--- src/rtl/rmw_pkg.sv ---
package rmw_pkg;
  typedef enum logic [1:0] {
    OP_NONE  = 2'd0,
    OP_CLEAN = 2'd1,
    OP_INVAL = 2'd2,
    OP_FLUSH = 2'd3
  } rmw_op_e;
endpackage

--- src/rtl/rmw_launch.sv ---
module rmw_launch
  import rmw_pkg::*;
#(
  parameter int ADDR_W     = 32,
  parameter int LINE_BYTES = 32,
  parameter int PAGE_BYTES = 4096
) (
  input  logic              clk,
  input  logic              rst,
  input  logic              wr_en,
  input  logic              wr_sel,
  input  logic [1:0]        wr_op,
  input  logic [ADDR_W-1:0] wr_addr,
  input  logic              busy,
  output logic              go,
  output logic [ADDR_W-1:0] go_first,
  output logic [ADDR_W-1:0] go_last,
  output rmw_op_e           go_op,
  output logic              go_bad,
  output logic              go_empty
);
  localparam int PG_W = $clog2(PAGE_BYTES);
  localparam logic [ADDR_W-1:0] LINE_MASK = ADDR_W'(LINE_BYTES - 1);

  logic [ADDR_W-1:0] start_q;
  logic [ADDR_W:0]   round_up;

  // start register: only writable while no walk is running
  always_ff @(posedge clk) begin
    if (rst) begin
      start_q <= '0;
    end else if (wr_en && !wr_sel && !busy) begin
      start_q <= wr_addr;
    end
  end

  always_comb begin
    round_up = {1'b0, start_q} + (ADDR_W+1)'(LINE_BYTES - 1);
    go_first = round_up[ADDR_W-1:0] & ~LINE_MASK;
    go_last  = wr_addr & ~LINE_MASK;
    go_op    = rmw_op_e'(wr_op);
    go_bad   = start_q[ADDR_W-1:PG_W] != wr_addr[ADDR_W-1:PG_W];
    go_empty = round_up[ADDR_W] || (go_first > go_last);
    go       = wr_en && wr_sel && !busy && (go_op != OP_NONE);
  end
endmodule

--- src/rtl/rmw_walk.sv ---
module rmw_walk
  import rmw_pkg::*;
#(
  parameter int ADDR_W     = 32,
  parameter int LINE_BYTES = 32
) (
  input  logic              clk,
  input  logic              rst,
  input  logic              go,
  input  logic [ADDR_W-1:0] go_first,
  input  logic [ADDR_W-1:0] go_last,
  input  rmw_op_e           go_op,
  input  logic              go_bad,
  input  logic              go_empty,
  input  logic              cmd_ready,
  output logic              busy,
  output logic              done,
  output logic              err,
  output logic              cmd_valid,
  output logic [ADDR_W-1:0] cmd_addr,
  output rmw_op_e           cmd_op
);
  localparam logic [ADDR_W-1:0] STEP = ADDR_W'(LINE_BYTES);

  logic              run_q;
  logic [ADDR_W-1:0] addr_q;
  logic [ADDR_W-1:0] last_q;
  rmw_op_e           op_q;
  logic              done_q;
  logic              err_q;

  always_ff @(posedge clk) begin
    if (rst) begin
      run_q  <= 1'b0;
      addr_q <= '0;
      last_q <= '0;
      op_q   <= OP_NONE;
      done_q <= 1'b0;
      err_q  <= 1'b0;
    end else begin
      done_q <= 1'b0;
      err_q  <= 1'b0;
      if (run_q) begin
        if (cmd_ready) begin
          if (addr_q == last_q) begin
            run_q  <= 1'b0;
            done_q <= 1'b1;
          end else begin
            addr_q <= addr_q + STEP;
          end
        end
      end else if (go) begin
        if (go_bad) begin
          err_q <= 1'b1;
        end else if (go_empty) begin
          done_q <= 1'b1;
        end else begin
          run_q  <= 1'b1;
          addr_q <= go_first;
          last_q <= go_last;
          op_q   <= go_op;
        end
      end
    end
  end

  assign busy      = run_q;
  assign cmd_valid = run_q;
  assign cmd_addr  = addr_q;
  assign cmd_op    = op_q;
  assign done      = done_q;
  assign err       = err_q;
endmodule

--- src/rtl/range_walker.sv ---
module range_walker
  import rmw_pkg::*;
#(
  parameter int ADDR_W     = 32,
  parameter int LINE_BYTES = 32,
  parameter int PAGE_BYTES = 4096
) (
  input  logic              clk,
  input  logic              rst,
  input  logic              wr_en,
  input  logic              wr_sel,
  input  logic [1:0]        wr_op,
  input  logic [ADDR_W-1:0] wr_addr,
  output logic              busy,
  output logic              done,
  output logic              err,
  output logic              cmd_valid,
  input  logic              cmd_ready,
  output logic [ADDR_W-1:0] cmd_addr,
  output logic [1:0]        cmd_op
);
  logic              go, go_bad, go_empty;
  logic [ADDR_W-1:0] go_first, go_last;
  rmw_op_e           go_op;
  rmw_op_e           op_out;

  rmw_launch #(.ADDR_W(ADDR_W), .LINE_BYTES(LINE_BYTES), .PAGE_BYTES(PAGE_BYTES)) u_launch (
    .clk(clk), .rst(rst), .wr_en(wr_en), .wr_sel(wr_sel), .wr_op(wr_op),
    .wr_addr(wr_addr), .busy(busy), .go(go), .go_first(go_first),
    .go_last(go_last), .go_op(go_op), .go_bad(go_bad), .go_empty(go_empty)
  );

  rmw_walk #(.ADDR_W(ADDR_W), .LINE_BYTES(LINE_BYTES)) u_walk (
    .clk(clk), .rst(rst), .go(go), .go_first(go_first), .go_last(go_last),
    .go_op(go_op), .go_bad(go_bad), .go_empty(go_empty), .cmd_ready(cmd_ready),
    .busy(busy), .done(done), .err(err), .cmd_valid(cmd_valid),
    .cmd_addr(cmd_addr), .cmd_op(op_out)
  );

  assign cmd_op = op_out;
endmodule

--- config.mk ---
export PLATFORM = sky130hd
export DESIGN_NAME = range_walker
export DESIGN_NICKNAME = d
export VERILOG_FILES = /design/src/rtl/rmw_pkg.sv /design/src/rtl/rmw_launch.sv /design/src/rtl/rmw_walk.sv /design/src/rtl/range_walker.sv
export SDC_FILE = /design/constraint.sdc
export NUM_CORES = 1
export LEC_CHECK = 0
export BUFFER_PORTS_ARGS = -buffer_cell sky130_fd_sc_hd__buf_2
export CAP_MARGIN = 20
export CORE_UTILIZATION = 48
export DETAILED_ROUTE_END_ITERATION = 12
export PLACE_DENSITY_LB_ADDON = 0.1
export SYNTH_ARGS = -nofsm -noshare
export SYNTH_HDL_FRONTEND = slang
export SYNTH_SLANG_ARGS = --single-unit
--- constraint.sdc ---
create_clock -name clk -period 5.2 [get_ports clk]
set_input_delay 1.04 -clock clk [delete_from_list [all_inputs] [get_ports clk]]
set_output_delay 1.04 -clock clk [all_outputs]
set_load 0.01 [all_outputs]
Word level (Yosys, flattened, before mapping):

Index checks and enable logic that the tools add are counted.

* register bits: 96
* output and inout bits: 38
* word-level logic and storage cells: 52

* add/subtract/negate cells: 2
* order comparisons: 1
* eq/ne operators: 6
* mux-type cells: 19
* bitwise gates (word level): 4
* reduce and logical (&&, ||, !) cells: 13

Operators with widths (number)
* 32-bit 2-to-1 mux: 6
* 32-bit by 5-bit adder with 33-bit output, second input constant: 1
* 32-bit by 6-bit adder with 32-bit output, second input constant: 1
* 32-bit equality test: 1
* 32-bit > comparator: 1
* 20-bit inequality test: 1
* 1-bit 2-to-1 mux: 13
* 1-bit logical AND: 5
* 5-bit AND reduction: 1
* 2-bit by 1-bit inequality test with 1-bit output, second input constant: 2
* 2-bit inequality test, second input constant: 2
* 1-bit inverter: 4
* 4-bit AND reduction: 1
* 2-bit nonzero test: 2
* 3-bit OR reduction: 1
* 1-bit logical NOT: 2
* 1-bit logical OR: 1

Longest topological paths before layout:

Gate-level depths: netlist (run 1).

* depth after elaboration: 7
* depth in mapped cells: 17

Cells and area by module:

Synthesis (run 1) repeated with hierarchy kept, for this count alone.

* cell total of the unflattened synthesis: 888
* area, all modules: 6641.4 µm²

Modules (own cells, without submodules)
* rmw_walk: times used 1, cells each 503, area an instance 3801.1 µm², sequential area each 1381.3 µm²
* rmw_launch: times used 1, cells each 385, area an instance 2840.2 µm², sequential area each 640.6 µm²

Worst setup path after synthesis (run 1):

Ideal clock, no wire load.

* path kind: register -> register
* start: register u_launch.start_q[17]
* end: register u_walk.addr_q[16], in the netlist u_walk.cmd_addr[16]
* setup time: 132 ps
* data arrival time: 3788 ps
* data required time: 5068 ps
* setup slack: 1279 ps
* cell stages (with the launch flop): 18
* buffers on the path: 3
* clock period less this slack: 3921 ps
* path through: dfxtp_1 clkbuf_1 and4_1 nand4_1 or3_1 nor3_1 xor2_1 ha_1 nand4_1 nor4_1 nand2_1 o21a_1 nor4b_2 or2_1 buf_2 buf_4 mux2i_1 a21oi_1

* longest elaborated chain between the ends: 5
* elaborated cells between the ends (all ways): 7

Ends and longest elaborated chain
* from (decl): RTL line rmw_launch.sv:25 `logic [ADDR_W-1:0] start_q;`
* from (signal assigned): RTL line rmw_launch.sv:33 `start_q <= wr_addr;`
* 32-bit by 5-bit adder with 33-bit output: RTL line rmw_launch.sv:38 `round_up = {1'b0, start_q} + (ADDR_W+1)'(LINE_BYTES - 1);`
* 32-bit > comparator: RTL line rmw_launch.sv:43 `go_empty = round_up[ADDR_W] || (go_first > go_last);`
* 1-bit logical OR: RTL line rmw_launch.sv:43
* 2-bit by 1-bit inequality test with 1-bit output (no line)
* 5-bit AND reduction (no line) (*)
* to (signal assigned): RTL line rmw_walk.sv:49 `addr_q <= addr_q + STEP;`
* to (signal assigned): RTL line rmw_walk.sv:59 `addr_q <= go_first;`
* to (decl): RTL line rmw_walk.sv:26 `logic [ADDR_W-1:0] addr_q;`

Every way passes the cells marked *; elsewhere a longest branch is shown, timed or not.
A chain may end at the register's enable or synchronous reset.

Worst setup path after layout (run 1):

* start: register u_launch.start_q[1]
* end: register u_walk.addr_q[20], in the netlist u_walk.cmd_addr[20]

* longest elaborated chain between the ends: 5
* elaborated cells between the ends (all ways): 9

Ends and longest elaborated chain (RTL line)
* 32-bit by 5-bit adder with 33-bit output (*): rmw_launch.sv:38
* 32-bit > comparator or 32-bit 2-to-1 mux (tied branches): rmw_launch.sv:43, rmw_walk.sv:55
* 1-bit logical OR or 32-bit 2-to-1 mux (tied branches): rmw_launch.sv:43, rmw_walk.sv:53
* 2-bit by 1-bit inequality test with 1-bit output (no line) or 32-bit 2-to-1 mux (tied branches)
* 5-bit AND reduction (no line) or 32-bit 2-to-1 mux (tied branches)

Every way passes the cells marked *; elsewhere a longest branch is shown, timed or not. The select of a mux whose other input is x is not followed.

==> results of run 1 <==
synthesized netlist by cell type, types with 5 or more instances:
cell type	number
nand4_1	24
and3_1	9
nand3_1	32
nand2_1	108
dfxtp_1	91
nor4_1	13
xor2_1	28
o21ai_0	34
xnor2_1	46
nor2_1	77
buf_4	7
o22ai_1	5
mux2i_1	12
ha_1	28
inv_1	45
clkbuf_1	34
a21oi_1	89
nor3_1	14
cell families (layout without fill, tap and decap cells):
kind of cell / count (synthesis) / in the layout / share of synthesized area [%]
mux: 13 / 13 / 2.27
fa+ha+maj: 28 / 28 / 6.06
other cells: 1 / 5 / 0.0649
simple gates: 301 / 301 / 24.3
xor+xnor: 74 / 74 / 11.2
compound gates: 173 / 173 / 17.8
buf+inv: 92 / 140 / 6.78
flops: 91 / 91 / 31.5
registers in the layout, summed over array words and instances (netlist names):
signal / count
u_launch.start_q: 32
u_walk.cmd_op: 2
u_walk.busy: 1
u_walk.err: 1
u_walk.done: 1
u_walk.last_q: 27
u_walk.cmd_addr: 27
final cells by class:
| type | instances | share of cell area, % |
|---|---|---|
| clock buffer | 12 | 3.96 |
| tap | 143 | 2.76 |
| inverter | 45 | 2.61 |
| sequential | 91 | 28.1 |
| timing repair buffer | 79 | 6.53 |
| clock inverter | 4 | 0.753 |
| multi-input combinational | 594 | 55.3 |
metrics by stage:
| stage | setup WS [ns] | area (µm²) |
|---|---|---|
| 2_1_floorplan | 1.28 | 5790 |
| 3_3_place_gp | 0.757 | 6150 |
| 3_5_place_dp | 0.639 | 6150 |
| 4_1_cts | 0.624 | 6450 |
| 5_1_grt | 0.123 | 6480 |
| 6_report | 0.572 | 6480 |
power breakdown:
| part | total [mW] | internal (mW) | switching, mW |
|---|---|---|---|
| Combinational | 0.157 | 0.0583 | 0.0989 |
| Sequential | 0.724 | 0.709 | 0.0155 |
| Clock | 0.678 | 0.398 | 0.280 |
critical path, stage by stage, from the launching register on:
cell      delay [ns]
dfxtp_1         0.31
or4_4           0.57
o211ai_4        0.30
nor3_1          0.17
and3_1          0.22
xor2_1          0.16
ha_1            0.33
nand4_1         0.16
nor4_1          0.39
nand2_1         0.12
o21a_1          0.16
nor4b_2         0.58
or2_1           0.42
buf_4           0.27
a21oi_1         0.10
a22o_1          0.27
routing by layer:
layer / wire length (µm) / global-route usage [%] / vias to the layer above
li1: - / - / 2774
met1: 7830 / 40.5 / 2605
met2: 7320 / 41.4 / 233
met3: 1220 / 3.32 / 23
met4: 383 / 11.4 / 0
met5: 0 / 0 / -
final timing paths:
check                      startpoint                   to  slack (ns)  depth (start not counted)
hold / removal    u_launch.start_q[2]  u_launch.start_q[2]        0.46                          2
setup / recovery  u_launch.start_q[1]  u_walk.cmd_addr[20]        0.57                         15
setup reg to reg  u_launch.start_q[1]  u_walk.cmd_addr[20]        0.57                         15
hold reg to reg   u_launch.start_q[2]  u_launch.start_q[2]        0.46                          2
==> flow_metrics.py, run 1 <==
metrics = {
    "outcome": {
        "outcome": "finished with violations",
        "failed_checks": "DRC",
    },
    "global_route": {
        "grt_pass1_vias": 5232,
        "grt_start_max_net_pins": 47,
        "antenna_found_initial": 0,
        "overflow": 0,
        "grt_pass1_wl_um": 27200,
        "track_usage_pct": 27.8,
    },
    "timing": {
        "hold_slack_ns": 0.461,
        "fin_skew_ns": 0.00571,
        "maxSlewViolCount": 0,
        "slew-limit-headroom_pct": 45.1,
        "fmax_mhz": 216,
        "tightest_slew_ns": 0.824,
        "hold_violations": 0,
        "setup_viol": 0,
        "rsz0062_at_grt": "no",
        "setup_tns_ns": 0,
        "period_needed_ns": 4.63,
        "finalCritPeriodShare_pct": 89.0,
    },
    "setup_path": {
        "crit_required_ns": 5.45,
        "path_max_fanout": 10,
        "cp.arrival_ns": 4.88,
        "crit_type": "flip-flop to flip-flop",
        "crit_path_start_kind": "flip-flop",
        "end_kind": "flip-flop",
    },
    "clock_network": {
        "ctsHoldBuffers": 0,
        "htreeDepth": 3,
        "post_cts_buffers": 0,
        "clockBufferDepth": 2,
        "cts_resized": 0,
        "cts_tree": "yes",
        "clk_pin_slew_ns": 0.07,
        "cts_made_buffers": 9,
        "cts.sinks": 91,
        "cts_root_buf": "clkbuf_16",
        "clk_latency_ns": 0.35,
    },
    "worst_hold_path": {
        "min_path_type": "flip-flop to flip-flop",
    },
    "floorplanning": {
        "rows": 39,
        "die_area_um2": 12500,
        "die_w_um": 112,
        "io_pins": 77,
        "coreArea_um2": 11600,
        "start_util_pct": 50.0,
        "die_h_um": 112,
    },
    "pwr": {
        "irDropWorstVdd_mv": 0.132,
        "powerDensity_nw_per_um2": 241,
        "leakagePower_nw": 2.67,
        "total_power_mw": 1.56,
    },
    "cells_and_area": {
        "ff_latch_area_um2": 1820,
        "utilization_pct": 56.0,
        "multi_input_area_um2": 3580,
        "layout_commonest_cell": "nand2_1",
        "nets": 887,
        "layout-drive-gt1-share_pct": 12.1,
        "fin_cells": 968,
        "diodes": 0,
        "most-common-layout-cells": "nand2_1 (108), dfxtp_1 (91), a21oi_1 (89)",
        "syn2layout_area_growth_pct": 12.1,
        "fillerInstances": 1088,
    },
    "synthesis": {
        "synthCells": 773,
        "synth_top_area_cell": "dfxtp_1",
        "synth-seq-cells": 91,
        "netlist.area_leader.share_pct": 31.5,
        "synth-main-ff-cell": "dfxtp_1",
        "synth_cell_types": 59,
        "synth_area_per_cell_um2": 7.47,
        "ys.warnings.count": 0,
        "synth-edff-count": 0,
        "synthArstFlopShare_pct": 0,
        "syn_area_um2": 5780,
        "ys_seq_area_share_pct": 31.5,
        "synth_area_leaders": "dfxtp_1 (32%), a21oi_1 (7.7%), nand2_1 (7.0%), xnor2_1 (7.0%), ha_1 (6.1%)",
    },
    "place": {
        "io_buffers": 71,
        "dp_hpwl_um": 12800,
        "gp_congestion": 0.947,
        "dp.cells": 950,
    },
    "route": {
        "wl_per_cell_um": 17.3,
        "num_vias": 5635,
        "drc_errors": 6,
        "wl_um": 16700,
        "drt-initial-drc-count": 544,
        "routed_via_density": 5.82,
        "ant_nets": 0,
        "drt_pass1_iterations": 9,
    },
    "run": {
        "max_cap_violations": 0,
    },
}
Power figures use the tool's default switching activity.
==> run 2, diff against run 1 <==
--- a/config.mk
+++ b/config.mk
@@ -5,9 +5,12 @@
 export SDC_FILE = /design/constraint.sdc
 export NUM_CORES = 1
 export LEC_CHECK = 0
+export ABC_AREA = 1
 export BUFFER_PORTS_ARGS = -buffer_cell sky130_fd_sc_hd__buf_2
 export CAP_MARGIN = 20
+export CORE_ASPECT_RATIO = 2
 export CORE_UTILIZATION = 48
+export CTS_CLUSTER_SIZE = 20
 export DETAILED_ROUTE_END_ITERATION = 12
 export PLACE_DENSITY_LB_ADDON = 0.1
 export SYNTH_ARGS = -nofsm -noshare
==> flow_metrics.py, run 2 <==
metrics = {
    "global_route": {
        "grt_pass1_wl_um": 32600,
        "antenna_found_initial": 0,
        "grt_pass1_vias": 6410,
        "overflow": 0,
        "track_usage_pct": 29.5,
        "grt_start_max_net_pins": 61,
    },
    "route": {
        "ant_nets": 0,
        "num_vias": 6905,
        "drc_errors": 0,
        "drt_pass1_iterations": 5,
        "wl_per_cell_um": 16.0,
        "drt-initial-drc-count": 352,
        "wl_um": 20500,
        "routed_via_density": 5.38,
    },
    "cells_and_area": {
        "largest_register": "u_launch.start_q",
        "layout_commonest_cell": "nand2_1",
        "largest_register_ff_count": 32,
        "diodes": 0,
        "layout-drive-gt1-share_pct": 11.0,
        "nets": 1190,
        "syn2layout_area_growth_pct": 9.84,
        "most-common-layout-cells": "nand2_1 (287), inv_1 (149), nor2_1 (93)",
        "fillerInstances": 1426,
    },
    "synthesis": {
        "synth_top_area_cell": "dfxtp_1",
        "synth_area_per_cell_um2": 6.14,
        "synthCells": 1080,
        "syn_area_um2": 6640,
        "netlist.area_leader.share_pct": 27.5,
        "synth-main-ff-cell": "dfxtp_1",
        "synth-edff-count": 0,
        "synthTopCellsByCount": "nand2_1 (287), inv_1 (150), nor2_1 (93)",
        "synthArstFlopShare_pct": 0,
        "synth-seq-cells": 91,
        "post-synth-top-count-cell": "nand2_1",
        "synth_cell_types": 39,
        "ys.warnings.count": 0,
        "synth_area_leaders": "dfxtp_1 (27%), nand2_1 (16%), inv_1 (8.5%), a21oi_1 (6.9%), o21ai_0 (6.6%)",
        "ys_seq_area_share_pct": 27.5,
    },
    "timing": {
        "setup_viol": 0,
        "fin_skew_ns": 0.00966,
        "tightest_slew_ns": 0.851,
        "rsz0062_at_grt": "no",
        "setup_ws_ns": 1.00,
        "period_needed_ns": 4.20,
        "hold_slack_ns": 0.452,
        "hold_violations": 0,
        "finalCritPeriodShare_pct": 80.7,
        "setup_tns_ns": 0,
        "maxSlewViolCount": 0,
        "slew-limit-headroom_pct": 43.2,
        "fmax_mhz": 238,
    },
    "worst_hold_path": {
        "min_path_type": "flip-flop to flip-flop",
    },
    "clock_network": {
        "htreeDepth": 3,
        "post_cts_buffers": 0,
        "cts_root_buf": "clkbuf_16",
        "cts.sinks": 91,
        "cts_tree": "yes",
        "cts_resized": 0,
        "clk_latency_ns": 0.34,
        "clockBufferDepth": 2,
        "cts_made_buffers": 9,
        "clk_pin_slew_ns": 0.07,
        "ctsHoldBuffers": 0,
    },
    "floorplanning": {
        "rows": 60,
        "coreArea_um2": 13400,
        "start_util_pct": 49.4,
        "die_h_um": 168,
        "io_pins": 77,
        "die_area_um2": 14300,
        "die_w_um": 85.1,
    },
    "setup_path": {
        "crit_type": "flip-flop to flip-flop",
        "path_max_fanout": 60,
        "end_kind": "flip-flop",
        "crit_path_start_kind": "flip-flop",
        "crit_required_ns": 5.44,
        "cp.arrival_ns": 4.44,
    },
    "pwr": {
        "leakagePower_nw": 3.59,
        "irDropWorstVdd_mv": 0.173,
        "powerDensity_nw_per_um2": 225,
        "total_power_mw": 1.64,
    },
    "place": {
        "dp_hpwl_um": 16000,
        "io_buffers": 71,
        "dp_worst_setup_slack_ns": 1.02,
        "gp_congestion": 1.01,
    },
    "outcome": {
        "outcome": "finished, final reports clean",
    },
    "run": {
        "max_cap_violations": 0,
    },
}
==> run 2: cell types whose count changed after synthesis, moves of 15 or more <==
cell / delta
nand3_1: +22
nor3_1: +16
xnor2_1: -38
o21ai_0: +54
inv_1: +105
inv_2: +15
nor2_1: +16
nand2_1: +179
==> run 2: path summary, 6_finish.rpt <==
check	start	end	slack (ns)	cells after the start
worst min-delay path	u_walk.cmd_op[0]	u_walk.cmd_op[0]	0.45	2
worst min register to register	u_walk.cmd_op[0]	u_walk.cmd_op[0]	0.45	2
worst max register to register	u_launch.start_q[13]	u_walk.cmd_addr[29]	1.00	21
worst max-delay path	u_launch.start_q[13]	u_walk.cmd_addr[29]	1.00	21
==> run 2: final cells by class <==
cell class              instances  area (µm²)  area share [%]
clock inverters                 6        72.6           0.996
well taps                     155         194            2.66
clock buffers                  10         229            3.14
flip-flops and latches         91        1820            25.0
multi-input cells             782        3980            54.5
repair buffers                 74         378            5.18
inverters                     165         619            8.50
==> run 2: routing by layer <==
metal	share of wire (%)	vias up	wire, µm	track usage (%)
met5	0	-	0	0
met4	5.9	0	1220	17.0
met3	3.5	61	714	2.40
met2	51	229	10400	52.9
met1	40	3100	8220	33.5
li1	-	3515	-	-
==> run 2: logic make-up (layout without fill, tap and decap cells) <==
kind of cell / Yosys count / in the layout / synth area share [%]
buffers and inverters: 211 / 255 / 12.9
AOI/OAI and AO/OA: 187 / 187 / 14.3
other: 1 / 5 / 0.0565
and+or+nand+nor: 518 / 518 / 34.2
DFF: 91 / 91 / 27.5
adders and majority gates: 28 / 28 / 5.28
xor gates and xnor gates: 44 / 44 / 5.81
==> run 2: where the power goes <==
group | total, mW | internal [mW] | leakage (nW) | switching [mW]
logic | 0.217 | 0.0741 | 2.71 | 0.143
clock network | 0.691 | 0.379 | 0.144 | 0.312
registers | 0.734 | 0.714 | 0.739 | 0.0199
==> run 2: worst max-delay path: stages (launching register included) <==
cell     delay, ns
dfxtp_1       0.42
inv_2         0.10
nor3_4        0.22
nand2_2       0.12
nor2_4        0.24
nand2_1       0.17
inv_1         0.20
nand3_1       0.10
nand2_1       0.13
inv_1         0.06
ha_1          0.31
nand2_1       0.08
nor2_1        0.15
nand4_1       0.15
nor2_1        0.15
nand2_1       0.06
nand2_1       0.13
nand3_4       0.47
nand2_8       0.44
nand2_8       0.16
nor2_1        0.18
nor2_2        0.06
==> run 2: per-stage QoR <==
stage	std cells	utilization (%)	area, µm²
floorplan	1084	-	6650
global placement	1267	52.0	6990
detailed placement	1267	52.0	6990
CTS	1283	54.2	7290
global route	1283	54.2	7290
finish	1283	54.2	7290
==> run 3, diff against run 2 <==
==> constraint.sdc (replaced) <==
create_clock -name clk -period 4.3 [get_ports clk]
set_input_delay 0.86 -clock clk [delete_from_list [all_inputs] [get_ports clk]]
set_output_delay 0.86 -clock clk [all_outputs]
set_load 0.01 [all_outputs]
==> flow_metrics.py, run 3 (synthesis results as in run 2) <==
metrics = {
    "pwr": {
        "p_sw_share_pct": 29.5,
        "powerDensity_nw_per_um2": 268,
        "intPower_mw": 1.37,
        "pwr-share-comb_pct": 13.4,
        "power_frac_seq_pct": 45.4,
        "p_switching_mw": 0.576,
        "p_clk_share_pct": 41.2,
        "leakagePower_nw": 3.59,
        "irDropWorstVdd_mv": 0.222,
    },
    "cells_and_area": {
        "syn2layout_area_growth_pct": 9.84,
        "fin_cells": 1284,
        "largest_register": "u_launch.start_q",
        "diodes": 0,
        "layout_commonest_cell": "nand2_1",
        "most-common-layout-cells": "nand2_1 (287), inv_1 (149), nor2_1 (93)",
        "layout-drive-gt1-share_pct": 11.2,
        "nets": 1191,
        "largest_register_ff_count": 32,
    },
    "timing": {
        "fmax_mhz": 265,
        "setup_tns_ns": 0,
        "finalCritPeriodShare_pct": 87.8,
        "maxSlewViolCount": 0,
        "setup_viol": 0,
        "rsz0062_at_grt": "no",
        "hold_violations": 0,
        "fin_skew_ns": 0.00917,
        "tightest_slew_ns": 0.948,
        "period_needed_ns": 3.78,
        "slew-limit-headroom_pct": 36.7,
    },
    "global_route": {
        "grt_start_max_net_pins": 67,
        "overflow": 0,
        "antenna_found_initial": 0,
        "grt_pass1_wl_um": 32600,
        "grt_pass1_vias": 6341,
        "track_usage_pct": 29.5,
    },
    "clock_network": {
        "cts_root_buf": "clkbuf_16",
        "cts_tree": "yes",
        "cts_made_buffers": 9,
        "clockBufferDepth": 2,
        "clk_latency_ns": 0.35,
        "htreeDepth": 3,
        "post_cts_buffers": 0,
        "clk_pin_slew_ns": 0.07,
        "cts.sinks": 91,
        "cts_resized": 0,
        "ctsHoldBuffers": 0,
    },
    "route": {
        "routed_via_density": 5.36,
        "num_vias": 6878,
        "ant_nets": 0,
        "drt-initial-drc-count": 370,
        "drc_errors": 0,
        "wl_per_cell_um": 15.9,
        "wl_um": 20500,
        "drt_pass1_iterations": 5,
    },
    "worst_hold_path": {
        "min_path_type": "flip-flop to flip-flop",
    },
    "run": {
        "max_cap_violations": 0,
    },
    "floorplanning": {
        "die_w_um": 85.1,
        "rows": 60,
        "die_area_um2": 14300,
        "die_h_um": 168,
        "coreArea_um2": 13400,
        "start_util_pct": 49.4,
        "io_pins": 77,
    },
    "place": {
        "io_buffers": 71,
        "gp_congestion": 1.03,
        "dp_hpwl_um": 16000,
        "dp.cells": 1268,
    },
    "setup_path": {
        "end_kind": "flip-flop",
        "path_max_fanout": 37,
        "crit_required_ns": 4.58,
        "cp.arrival_ns": 4.06,
        "crit_type": "flip-flop to flip-flop",
        "crit_path_start_kind": "flip-flop",
    },
    "outcome": {
        "outcome": "finished, final reports clean",
    },
}
## run 3: power groups by stage
stage          Clock [mW]  Combinational, mW  Sequential (mW)
3_3_place_gp            0              0.258            0.906
4_1_cts             0.819              0.261            0.886
6_report            0.803              0.261            0.887
3_5_place_dp            0              0.259            0.906
5_1_grt             0.851              0.299            0.890
2_1_floorplan           0              0.180            0.900
## run 3: path summary, 6_finish.rpt
| path | startpoint | to | slack [ns] | cells after the start |
|---|---|---|---|---|
| setup / recovery | u_launch.start_q[4] | u_walk.cmd_addr[31] | 0.52 | 27 |
| hold / removal | u_walk.cmd_op[0] | u_walk.cmd_op[0] | 0.46 | 2 |
| setup reg to reg | u_launch.start_q[4] | u_walk.cmd_addr[31] | 0.52 | 27 |
| hold reg to reg | u_walk.cmd_op[0] | u_walk.cmd_op[0] | 0.46 | 2 |
## run 3: area by class of cell
class | count | area (µm²)
Inverter | 165 | 619
Clock inverter | 6 | 55.1
Timing Repair Buffer | 75 | 385
Fill cell | 1454 | 6150
Clock buffer | 10 | 239
Sequential cell | 91 | 1820
Multi-Input combinational cell | 782 | 3980
Tap cell | 155 | 194
## run 3: worst max-delay path, cell delays in order, from the launching register on
cell and delay, ns:
dfxtp_1 0.34, inv_2 0.05, nand2_1 0.08, nor2_1 0.05
nand2_1 0.11, nand2_2 0.15, nor2_1 0.49, nand2_1 0.19
inv_2 0.18, nand3_1 0.09, nand2_1 0.17, inv_1 0.06
ha_1 0.31, nand2_1 0.08, nand2_1 0.04, nand2_1 0.05
nand2_1 0.04, nand2_1 0.06, nand2_1 0.06, a21oi_1 0.11
nand2_1 0.07, nand2_1 0.11, nand3_4 0.11, nand2_8 0.23
nand2_8 0.16, nand2_1 0.11, nand2_1 0.05, nor2_1 0.13
## run 3: routing by layer
layer	wire (µm)	global-route usage (%)	vias up
met1	8060	33.0	3074
met4	1260	17.8	0
met3	801	3.04	74
met2	10300	52.7	217
met5	0	0	-
li1	-	-	3513
## run 3: stage by stage
step	setup WS [ns]	hold WS (ns)	power [mW]	cell area [µm²]	util (%)
after floorplan	1.46	0.435	1.08	6650	-
after global placement	0.646	0.442	1.16	7000	52.1
after detailed placement	0.596	0.444	1.17	7000	52.1
after CTS	0.565	0.456	1.97	7290	54.2
after global routing	0.0198	0.473	2.04	7290	54.2
final	0.523	0.455	1.95	7290	54.2
